[config.mk]
export PLATFORM = sky130hd
export DESIGN_NAME = conv_tag_fifo
export DESIGN_NICKNAME = d
export VERILOG_FILES = /design/src/rtl/conv_fifo_pkg.sv /design/src/rtl/tagfifo_mem.sv /design/src/rtl/pwrup_window.sv /design/src/rtl/conv_tag_fifo.sv
export SDC_FILE = /design/constraint.sdc
export NUM_CORES = 1
export LEC_CHECK = 0
export BUFFER_PORTS_ARGS = -buffer_cell sky130_fd_sc_hd__buf_2
export CAP_MARGIN = 30
export CORE_UTILIZATION = 60
export CTS_CLUSTER_SIZE = 30
export DETAILED_ROUTE_END_ITERATION = 6
export PLACE_DENSITY = 0.9
export REMOVE_ABC_BUFFERS = 1
export SLEW_MARGIN = 20
export SYNTH_ARGS = -nofsm -noshare
export SYNTH_HDL_FRONTEND = slang
export SYNTH_SLANG_ARGS = --single-unit
[constraint.sdc]
create_clock -name clk -period 3.8 [get_ports clk]
set_input_delay 0.19 -clock clk [delete_from_list [all_inputs] [get_ports clk]]
set_output_delay 0.19 -clock clk [all_outputs]
set_load 0.01 [all_outputs]
[src/rtl/conv_fifo_pkg.sv]
package conv_fifo_pkg;
  localparam int TAG_W  = 4;
  localparam int RES_W  = 12;
  localparam int WORD_W = TAG_W + RES_W;

  // status bit positions
  localparam int ST_EMPTY = 0;
  localparam int ST_CONV  = 1;
  localparam int ST_ALU   = 2;
  localparam int ST_OVF   = 3;
  localparam int ST_USED  = 4;

  typedef struct packed {
    logic [TAG_W-1:0] tag;
    logic [RES_W-1:0] result;
  } conv_entry_t;
endpackage

[src/rtl/tagfifo_mem.sv]
module tagfifo_mem
  import conv_fifo_pkg::*;
#(
  parameter int DEPTH = 16
) (
  input  logic        clk,
  input  logic        rst_n,
  input  logic        push,
  input  conv_entry_t push_entry,
  input  logic        pop,
  input  logic        clr,
  output conv_entry_t head,
  output logic        empty,
  output logic        full
);
  localparam int AW = (DEPTH > 1) ? $clog2(DEPTH) : 1;
  localparam int CW = $clog2(DEPTH + 1);
  localparam logic [AW-1:0] LAST = AW'(DEPTH - 1);
  localparam logic [CW-1:0] CAP  = CW'(DEPTH);

  conv_entry_t   store [DEPTH];
  logic [AW-1:0] wptr, rptr;
  logic [CW-1:0] count;
  logic          wr_en, rd_en;

  assign empty = (count == '0);
  assign full  = (count == CAP);
  assign wr_en = push && !full && !clr;
  assign rd_en = pop && !empty && !clr;
  assign head  = store[rptr];

  always_ff @(posedge clk) begin
    if (wr_en) store[wptr] <= push_entry;
  end

  always_ff @(posedge clk) begin
    if (!rst_n || clr) begin
      wptr  <= '0;
      rptr  <= '0;
      count <= '0;
    end else begin
      if (wr_en) wptr <= (wptr == LAST) ? '0 : wptr + 1'b1;
      if (rd_en) rptr <= (rptr == LAST) ? '0 : rptr + 1'b1;
      case ({wr_en, rd_en})
        2'b10:   count <= count + 1'b1;
        2'b01:   count <= count - 1'b1;
        default: count <= count;
      endcase
    end
  end


  count_bound_chk: assert property (@(posedge clk) disable iff (!rst_n)
    count <= CAP);

  clear_empty_chk: assert property (@(posedge clk) disable iff (!rst_n)
    clr |=> empty);

  full_hold_chk: assert property (@(posedge clk) disable iff (!rst_n)
    (full && !pop && !clr) |=> full);
endmodule

[src/rtl/pwrup_window.sv]
module pwrup_window #(
  parameter int unsigned CLK_HZ = 100_000_000,
  parameter int unsigned WIN_US = 134
) (
  input  logic clk,
  input  logic rst_n,
  output logic busy
);
  localparam longint unsigned RAW = (longint'(CLK_HZ) * WIN_US + 999_999) / 1_000_000;
  localparam longint unsigned WIN = (RAW == 0) ? 1 : RAW;
  localparam int CW = $clog2(WIN + 1);

  logic [CW-1:0] remain;

  always_ff @(posedge clk) begin
    if (!rst_n)            remain <= CW'(WIN);
    else if (remain != '0) remain <= remain - 1'b1;
  end

  assign busy = (remain != '0);


  window_no_rise_chk: assert property (@(posedge clk) disable iff (!rst_n)
    !busy |=> !busy);
endmodule

[src/rtl/conv_tag_fifo.sv]
module conv_tag_fifo
  import conv_fifo_pkg::*;
#(
  parameter int          DEPTH  = 16,
  parameter int unsigned CLK_HZ = 100_000_000
) (
  input  logic              clk,
  input  logic              rst_n,
  input  logic              in_valid,
  output logic              in_ready,
  input  logic [TAG_W-1:0]  in_tag,
  input  logic [RES_W-1:0]  in_result,
  input  logic              conv_active,
  input  logic              alarm_active,
  input  logic              alu_active,
  input  logic              clr_fifo,
  input  logic              rd_req,
  output logic              rd_ack,
  output logic [WORD_W-1:0] rd_word,
  output logic [WORD_W-1:0] status_word
);
  conv_entry_t head;
  logic        empty, full, win_busy;
  logic        conv_q, alu_q, ovf_q;

  assign in_ready = !full;

  tagfifo_mem #(.DEPTH(DEPTH)) u_mem (
    .clk        (clk),
    .rst_n      (rst_n),
    .push       (in_valid),
    .push_entry ('{tag: in_tag, result: in_result}),
    .pop        (rd_req),
    .clr        (clr_fifo),
    .head       (head),
    .empty      (empty),
    .full       (full)
  );

  pwrup_window #(.CLK_HZ(CLK_HZ), .WIN_US(134)) u_win (
    .clk   (clk),
    .rst_n (rst_n),
    .busy  (win_busy)
  );

  always_ff @(posedge clk) begin
    if (!rst_n) begin
      conv_q <= 1'b0;
      alu_q  <= 1'b0;
      ovf_q  <= 1'b0;
    end else begin
      conv_q <= conv_active | alarm_active | in_valid;
      alu_q  <= alu_active;
      if (clr_fifo)              ovf_q <= 1'b0;
      else if (in_valid && full) ovf_q <= 1'b1;
    end
  end

  always_comb begin
    status_word           = '0;
    status_word[ST_EMPTY] = empty;
    status_word[ST_CONV]  = conv_q;
    status_word[ST_ALU]   = alu_q | win_busy;
    status_word[ST_OVF]   = ovf_q;
  end

  always_ff @(posedge clk) begin
    if (!rst_n) begin
      rd_ack  <= 1'b0;
      rd_word <= '0;
    end else begin
      rd_ack <= rd_req;
      if (rd_req) rd_word <= empty ? status_word : WORD_W'(head);
    end
  end


  read_ack_chk: assert property (@(posedge clk) disable iff (!rst_n)
    rd_req |=> rd_ack);

  empty_read_chk: assert property (@(posedge clk) disable iff (!rst_n)
    (rd_req && status_word[ST_EMPTY]) |=> (rd_word == $past(status_word)));

  ovf_sticky_chk: assert property (@(posedge clk) disable iff (!rst_n)
    (status_word[ST_OVF] && !clr_fifo) |=> status_word[ST_OVF]);

  conv_flag_chk: assert property (@(posedge clk) disable iff (!rst_n)
    (conv_active || alarm_active) |=> status_word[ST_CONV]);
endmodule

# --- After elaboration in Yosys (flattened, before gate mapping) ---
# Memories as Yosys holds them, arrays and structs flattened. A register that Yosys moved wholly into a read port is not among the register bits.
# Cells that the tools add are included.
op_classes:
  n_eq_ne: 5
  n_mux: 8
  n_reduce_logical: 14
  div_mod_pow: 0
  n_mul: 0
  bitwise_logic: 4
  addsub: 5
  order_cmp: 0
  shift: 0
op_table:
  columns: ["operator", "count"]
  rows:
  - ["16-bit 2-to-1 mux", 1]
  - ["4-bit 2-to-1 mux", 4]
  - ["14-bit nonzero test", 1]
  - ["14-bit by 1-bit subtractor with 14-bit output (second input constant)", 1]
  - ["5-bit one-hot mux with 2 select lines", 1]
  - ["4-bit by 1-bit adder with 4-bit output (second input constant)", 2]
  - ["4-bit == test (second input constant)", 2]
  - ["5-bit by 1-bit adder with 5-bit output (second input constant)", 1]
  - ["5-bit == test (second input constant)", 1]
  - ["1-bit logical AND", 5]
  - ["5-bit logical NOT", 1]
  - ["5-bit by 1-bit subtractor with 5-bit output (second input constant)", 1]
  - ["1-bit logical NOT", 4]
  - ["1-bit bitwise OR", 3]
  - ["2-bit by 1-bit == test with 1-bit output (second input constant)", 1]
  - ["2-bit == test (second input constant)", 1]
  - ["1-bit 2-to-1 mux", 2]
  - ["2-bit nonzero test", 1]
  - ["2-bit OR reduction", 1]
  - ["1-bit logical OR", 1]
  - ["1-bit NOT", 1]
totals:
  regBits: 47
  inputBits: 24
  word_cells: 46
  n_memories: 1
  mem_bits_rw: 256
  romBits: 0
  latchBits: 0
  out_inout_bits: 34
memory_table:
  columns: ["memory", "words", "word_bits", "rd", "rd_ports_with_merged_regs", "write_ports", "line_no", "source"]
  rows:
  - ["u_mem.store", 16, 16, 1, 1, 1, "tagfifo_mem.sv:21", "conv_entry_t store [DEPTH];"]

# --- Logic depth before layout (Yosys ltp) ---
depth:
  ltp_word: 6
  depth_mapped: 12
  mapped_depth_nobuf: 11

# --- Hierarchy ---
# A second synthesis with hierarchy kept.
hier_totals:
  cells_unflattened: 697
  area_unflattened_um2: 12351.8
by_module_without_submodules:
  columns: ["module", "n_inst", "area_each_um2", "cells_per_inst", "seq_area_each_um2"]
  rows:
  - ["tagfifo_mem", 1, 10676.5, 519, 8027.7]
  - ["conv_tag_fifo", 1, 940.9, 98, 400.4]
  - ["pwrup_window", 1, 734.5, 80, 280.3]

# --- Worst setup path before layout ---
# No wires, ideal clock.
synth_path:
  kind: "reg2reg"
  startpoint: "register u_mem.count[2]"
  endpoint: "memory u_mem.store[0][0] in the netlist's numbering (enable)"
  arrival_ns: 2.907
  period_less_slack_ns: 3.337
  t_required_ns: 3.370
  stages_incl_launch_ff: 6
  setup_ns: 0.430
  path_slack_ns: 0.463
  n_path_buf: 1
  cell_sequence: "dfxtp_1 > buf_2 > nor4_1 > a211oi_1 > inv_1 > nor4_1"
synth_via:
  elab_chain_len: 6
synth_lines:
  columns: ["item", "line_no", "source"]
  rows:
  - ["start, declared", "tagfifo_mem.sv:23", "logic [CW-1:0] count;"]
  - ["start signal, assigned", "tagfifo_mem.sv:45", "2'b10: count <= count + 1'b1;"]
  - ["start signal, assigned", "tagfifo_mem.sv:46", "2'b01: count <= count - 1'b1;"]
  - ["start signal, assigned", "tagfifo_mem.sv:47", "default: count <= count;"]
  - ["5-bit == test", "tagfifo_mem.sv:27", "assign full = (count == CAP);"]
  - ["1-bit logical NOT", "tagfifo_mem.sv:28", "assign wr_en = push && !full && !clr;"]
  - ["1-bit logical AND (2 in series)", "tagfifo_mem.sv:28", null]
  - ["1-bit 2-to-1 mux", "tagfifo_mem.sv:33", "if (wr_en) store[wptr] <= push_entry;"]
  - ["1-bit 2-to-1 mux (not written as such)", "tagfifo_mem.sv:33", null]
  - ["end, declared", "tagfifo_mem.sv:21", null]
# No other way between the ends.

# --- Worst setup path after layout ---
layout_path:
  startpoint: "register u_mem.count[1]"
  endpoint: "register u_mem.count[4]"
layout_via:
  elab_chain_len: 6
  elab_cells_between_ends: 14
  classes_between: "2 x add/sub; 3 x eq/ne; 1 x mux; 8 x reduce/logical"
layout_lines:
  columns: ["item", "line_no", "source"]
  rows:
  - ["5-bit == test / 5-bit logical NOT (equally long branches)", "tagfifo_mem.sv:27, tagfifo_mem.sv:26", null]
  - ["1-bit logical NOT (on tied branches)", "tagfifo_mem.sv:28, tagfifo_mem.sv:29", null]
  - ["1-bit logical AND (on tied branches) (2 in series)", "tagfifo_mem.sv:28, tagfifo_mem.sv:29", null]
  - ["2-bit by 1-bit == test with 1-bit output / 2-bit == test (equally long branches)", "tagfifo_mem.sv:44", "case ({wr_en, rd_en})"]
  - ["5-bit one-hot mux with 2 select lines / 2-bit nonzero test (equally long branches)", null, null]
# Several ways; a longest one is shown, not always the timed one.
# A chain may end at the register's enable or synchronous reset.

==> results.py <==
metrics = {
    "status": {
        "status": "completed",
    },
    "synthesis": {
        "syn_avg_cell_area_um2": 17.90,
        "ys_types": 58,
        "synthArstFlopShare_pct": 0,
        "syn_inst": 684,
        "synth_warnings": 0,
        "synthTopCellsByArea": "edfxtp_1 63%, mux4_2 11%, dfxtp_1 8.3%",
        "syn_area_mm2": 0.01224,
        "synth-main-ff-cell": "edfxtp_1",
        "yosys.area.top_type": "edfxtp_1",
        "synth_edf_count": 256,
        "synth_top_area_share_pct": 62.79,
        "synth_seq_cells": 307,
        "synth-seq-area-share_pct": 71.13,
    },
    "global_route": {
        "grt_overflow": 0,
        "grt.total_usage_pct": 29.14,
        "antenna_found_initial": 0,
        "grt_pass1_wl_um": 43150,
        "grt_pass1_vias": 7147,
        "grt_max_degree": 37,
    },
    "timing": {
        "clock.fmax_mhz": 296.2,
        "worst_slew_pin_slew_ns": 0.8968,
        "finalClockSkew_ns": 0.01383,
        "slew_headroom_pct": 40.13,
        "finalCritPeriodShare_pct": 88.86,
        "hold_violations": 0,
        "fin_setup_tns_ns": 0,
        "slew_viol_final": 0,
        "setup_viol": 0,
        "min_period_ns": 3.377,
        "rsz0062_at_grt": "no",
    },
    "placement": {
        "dpl_cell_area_mm2": 0.01280,
        "gp_congestion": 0.8323,
        "port_buffers": 45,
        "place_inst": 982,
        "dp_hpwl_um": 15320,
    },
    "worst_setup_path": {
        "path_delay_family": "compound AO/OA/AOI/OAI gates",
        "path_class": "reg -> reg",
        "cp_slowest_stage_delay_ns": 0.55,
        "crit_path_end_kind": "flip-flop",
        "cp.arrival_ns": 3.79,
        "reg2reg_from": "u_mem.count[1]",
        "path_max_fanout": 9,
        "critPathBufInv": 2,
        "rr_worst_depth": 12,
        "cp_cell_sequence": "nor4_1, a211oi_1, buf_4, inv_1, ha_1, xor2_1, ha_1, a211o_1, a211o_1, a31oi_1, xnor2_1, nor2_1",
        "slowest_stage": "nor4_1",
        "required_ns": 4.22,
        "r2r-end": "u_mem.count[4]",
        "startpoint_type": "flip-flop",
        "ff2ff_setup_slack_ns": 0.42,
    },
    "worst_hold_path": {
        "min-delay-start": "in_result[8]",
        "hp-class": "in -> reg",
        "holdPathStages": 1,
        "hold_path_end": "u_mem.store[15][8]",
    },
    "cts": {
        "cts_buffer_depth": 3,
        "htree_levels": 1,
        "cts_made_buffers": 29,
        "insertion_delay_ns": 0.56,
        "cts_resized": 0,
        "cts_tree": "done",
        "cts-root-buf": "clkbuf_16",
        "cts_setup_buffers": 0,
        "cts_sinks": 307,
        "hold_buffers": 4,
        "clk_pin_slew_ns": 0.07,
    },
    "power": {
        "swShare_pct": 20.10,
        "totalPowerFinal_mw": 6.713,
        "pwr-share-clk_pct": 42.4,
        "internal_power_mw": 5.364,
        "peakVddDrop_mv": 0.3840,
        "leakagePower_nw": 4.493,
        "pwr-share-seq_pct": 54.9,
        "powerDensity_mw_per_mm2": 487.1,
        "combPwrFrac_pct": 2.7,
        "p_switching_mw": 1.349,
    },
    "floorplanning": {
        "core-area_mm2": 0.01972,
        "die_w_um": 144.8,
        "die_y_um": 144.8,
        "pin_count": 58,
        "dieArea_mm2": 0.02098,
        "rows": 51,
        "start_util_pct": 62.09,
    },
    "final_layout": {
        "layout.nets": 787,
        "final_cell_mix": "256 x edfxtp_1, 58 x mux4_2, 48 x dfxtp_1",
        "n_antenna_cell": 0,
        "final_common_cell": "edfxtp_1",
        "fin_area_mm2": 0.01378,
        "drive_gt1_share_pct": 27.84,
        "stdcell_count": 1041,
        "syn_to_final_growth_pct": 12.56,
    },
    "detailed_routing": {
        "drt_wl_total_um": 29010,
        "drtPass1Iterations": 5,
        "drt_iter0_markers": 710,
        "vias": 7002,
        "drc": 0,
        "ant_nets": 0,
        "post_drt_via_cell_ratio": 6.726,
        "wl_per_cell_um": 27.87,
    },
    "run": {
        "drv_cap": 0,
    },
}
==> layer usage <==
metal | vias to the layer above | share of wire (%) | GRT usage, % | wire length (um)
li1 | 2831 | - | - | -
met1 | 3514 | 36 | 35.83 | 10350
met2 | 525 | 50 | 49.27 | 14480
met3 | 132 | 9.0 | 5.660 | 2617
met4 | 0 | 5.4 | 15.24 | 1558
met5 | - | 0 | 0 | 0
==> cells in the mapped netlist, types with 11 or more instances <==
| master | count |
|---|---|
| nand2_1 | 23 |
| mux2i_1 | 16 |
| mux4_2 | 58 |
| edfxtp_1 | 256 |
| dfxtp_1 | 51 |
| inv_1 | 12 |
| buf_4 | 20 |
| mux2_2 | 21 |
| clkbuf_1 | 16 |
| nor2_1 | 29 |
| and2_1 | 11 |
==> power groups by stage <==
stage	Clock [mW]	Combinational (mW)	Sequential [mW]
6_report	2.84	0.183	3.69
5_1_grt	2.97	0.195	3.69
4_1_cts	2.85	0.178	3.69
3_5_place_dp	0	0.167	3.76
3_3_place_gp	0	0.152	3.75
2_1_floorplan	0	0.0782	3.76
==> cell type report <==
class | count | area [um^2]
Fill cell | 1067 | 5937
Timing Repair Buffer | 76 | 480.5
Inverter | 12 | 45.04
Clock buffer | 43 | 828.3
Tap cell | 265 | 331.6
Multi-Input combinational cell | 327 | 3278
Sequential cell | 307 | 8715
Clock inverter | 11 | 102.6
==> flip-flops by register name, summed over array words and instances (netlist names), named ones only <==
register      cells
u_mem.store     256
rd_word          16
u_win.remain     14
u_mem.count       5
u_mem.rptr        4
u_mem.wptr        4
alu_q             1
conv_q            1
ovf_q             1
rd_ack            1
==> kinds of logic after synthesis <==
group,synth area share (%)
flip-flops,71.13
AO/OA/AOI/OAI,4.528
multiplexers,13.91
XOR/XNOR,1.073
buffers and inverters,2.861
AND/OR/NAND/NOR,5.447
adder cells (fa/ha/maj),1.022
other,0.03063
==> metrics by stage <==
stage | util (%) | hold slack (ns) | worst slack (ns)
finish | 69.89 | 0.01108 | 0.4235
global route | 69.89 | 0.01043 | 0.2227
global placement | 64.90 | 0.3970 | 0.6822
detailed placement | 64.93 | 0.3999 | 0.5285
floorplan | - | 0.2519 | -0.1852
CTS | 69.85 | 0.003286 | 0.4986
==> worst max-delay path by stage <==
stage | startpoint | endpoint | slack, ns | depth (start not counted)
after floorplan | flip-flop | rd_word[2] | -0.19 | 4
after global placement | u_mem.count[1] | u_mem.count[4] | 0.68 | 12
after detailed placement | u_mem.count[1] | u_mem.count[4] | 0.53 | 12
after CTS | u_mem.count[1] | u_mem.count[4] | 0.50 | 12
after global routing | u_mem.count[1] | u_mem.count[4] | 0.22 | 12
final | u_mem.count[1] | u_mem.count[4] | 0.42 | 12
(Power assumes the default switching activity.)
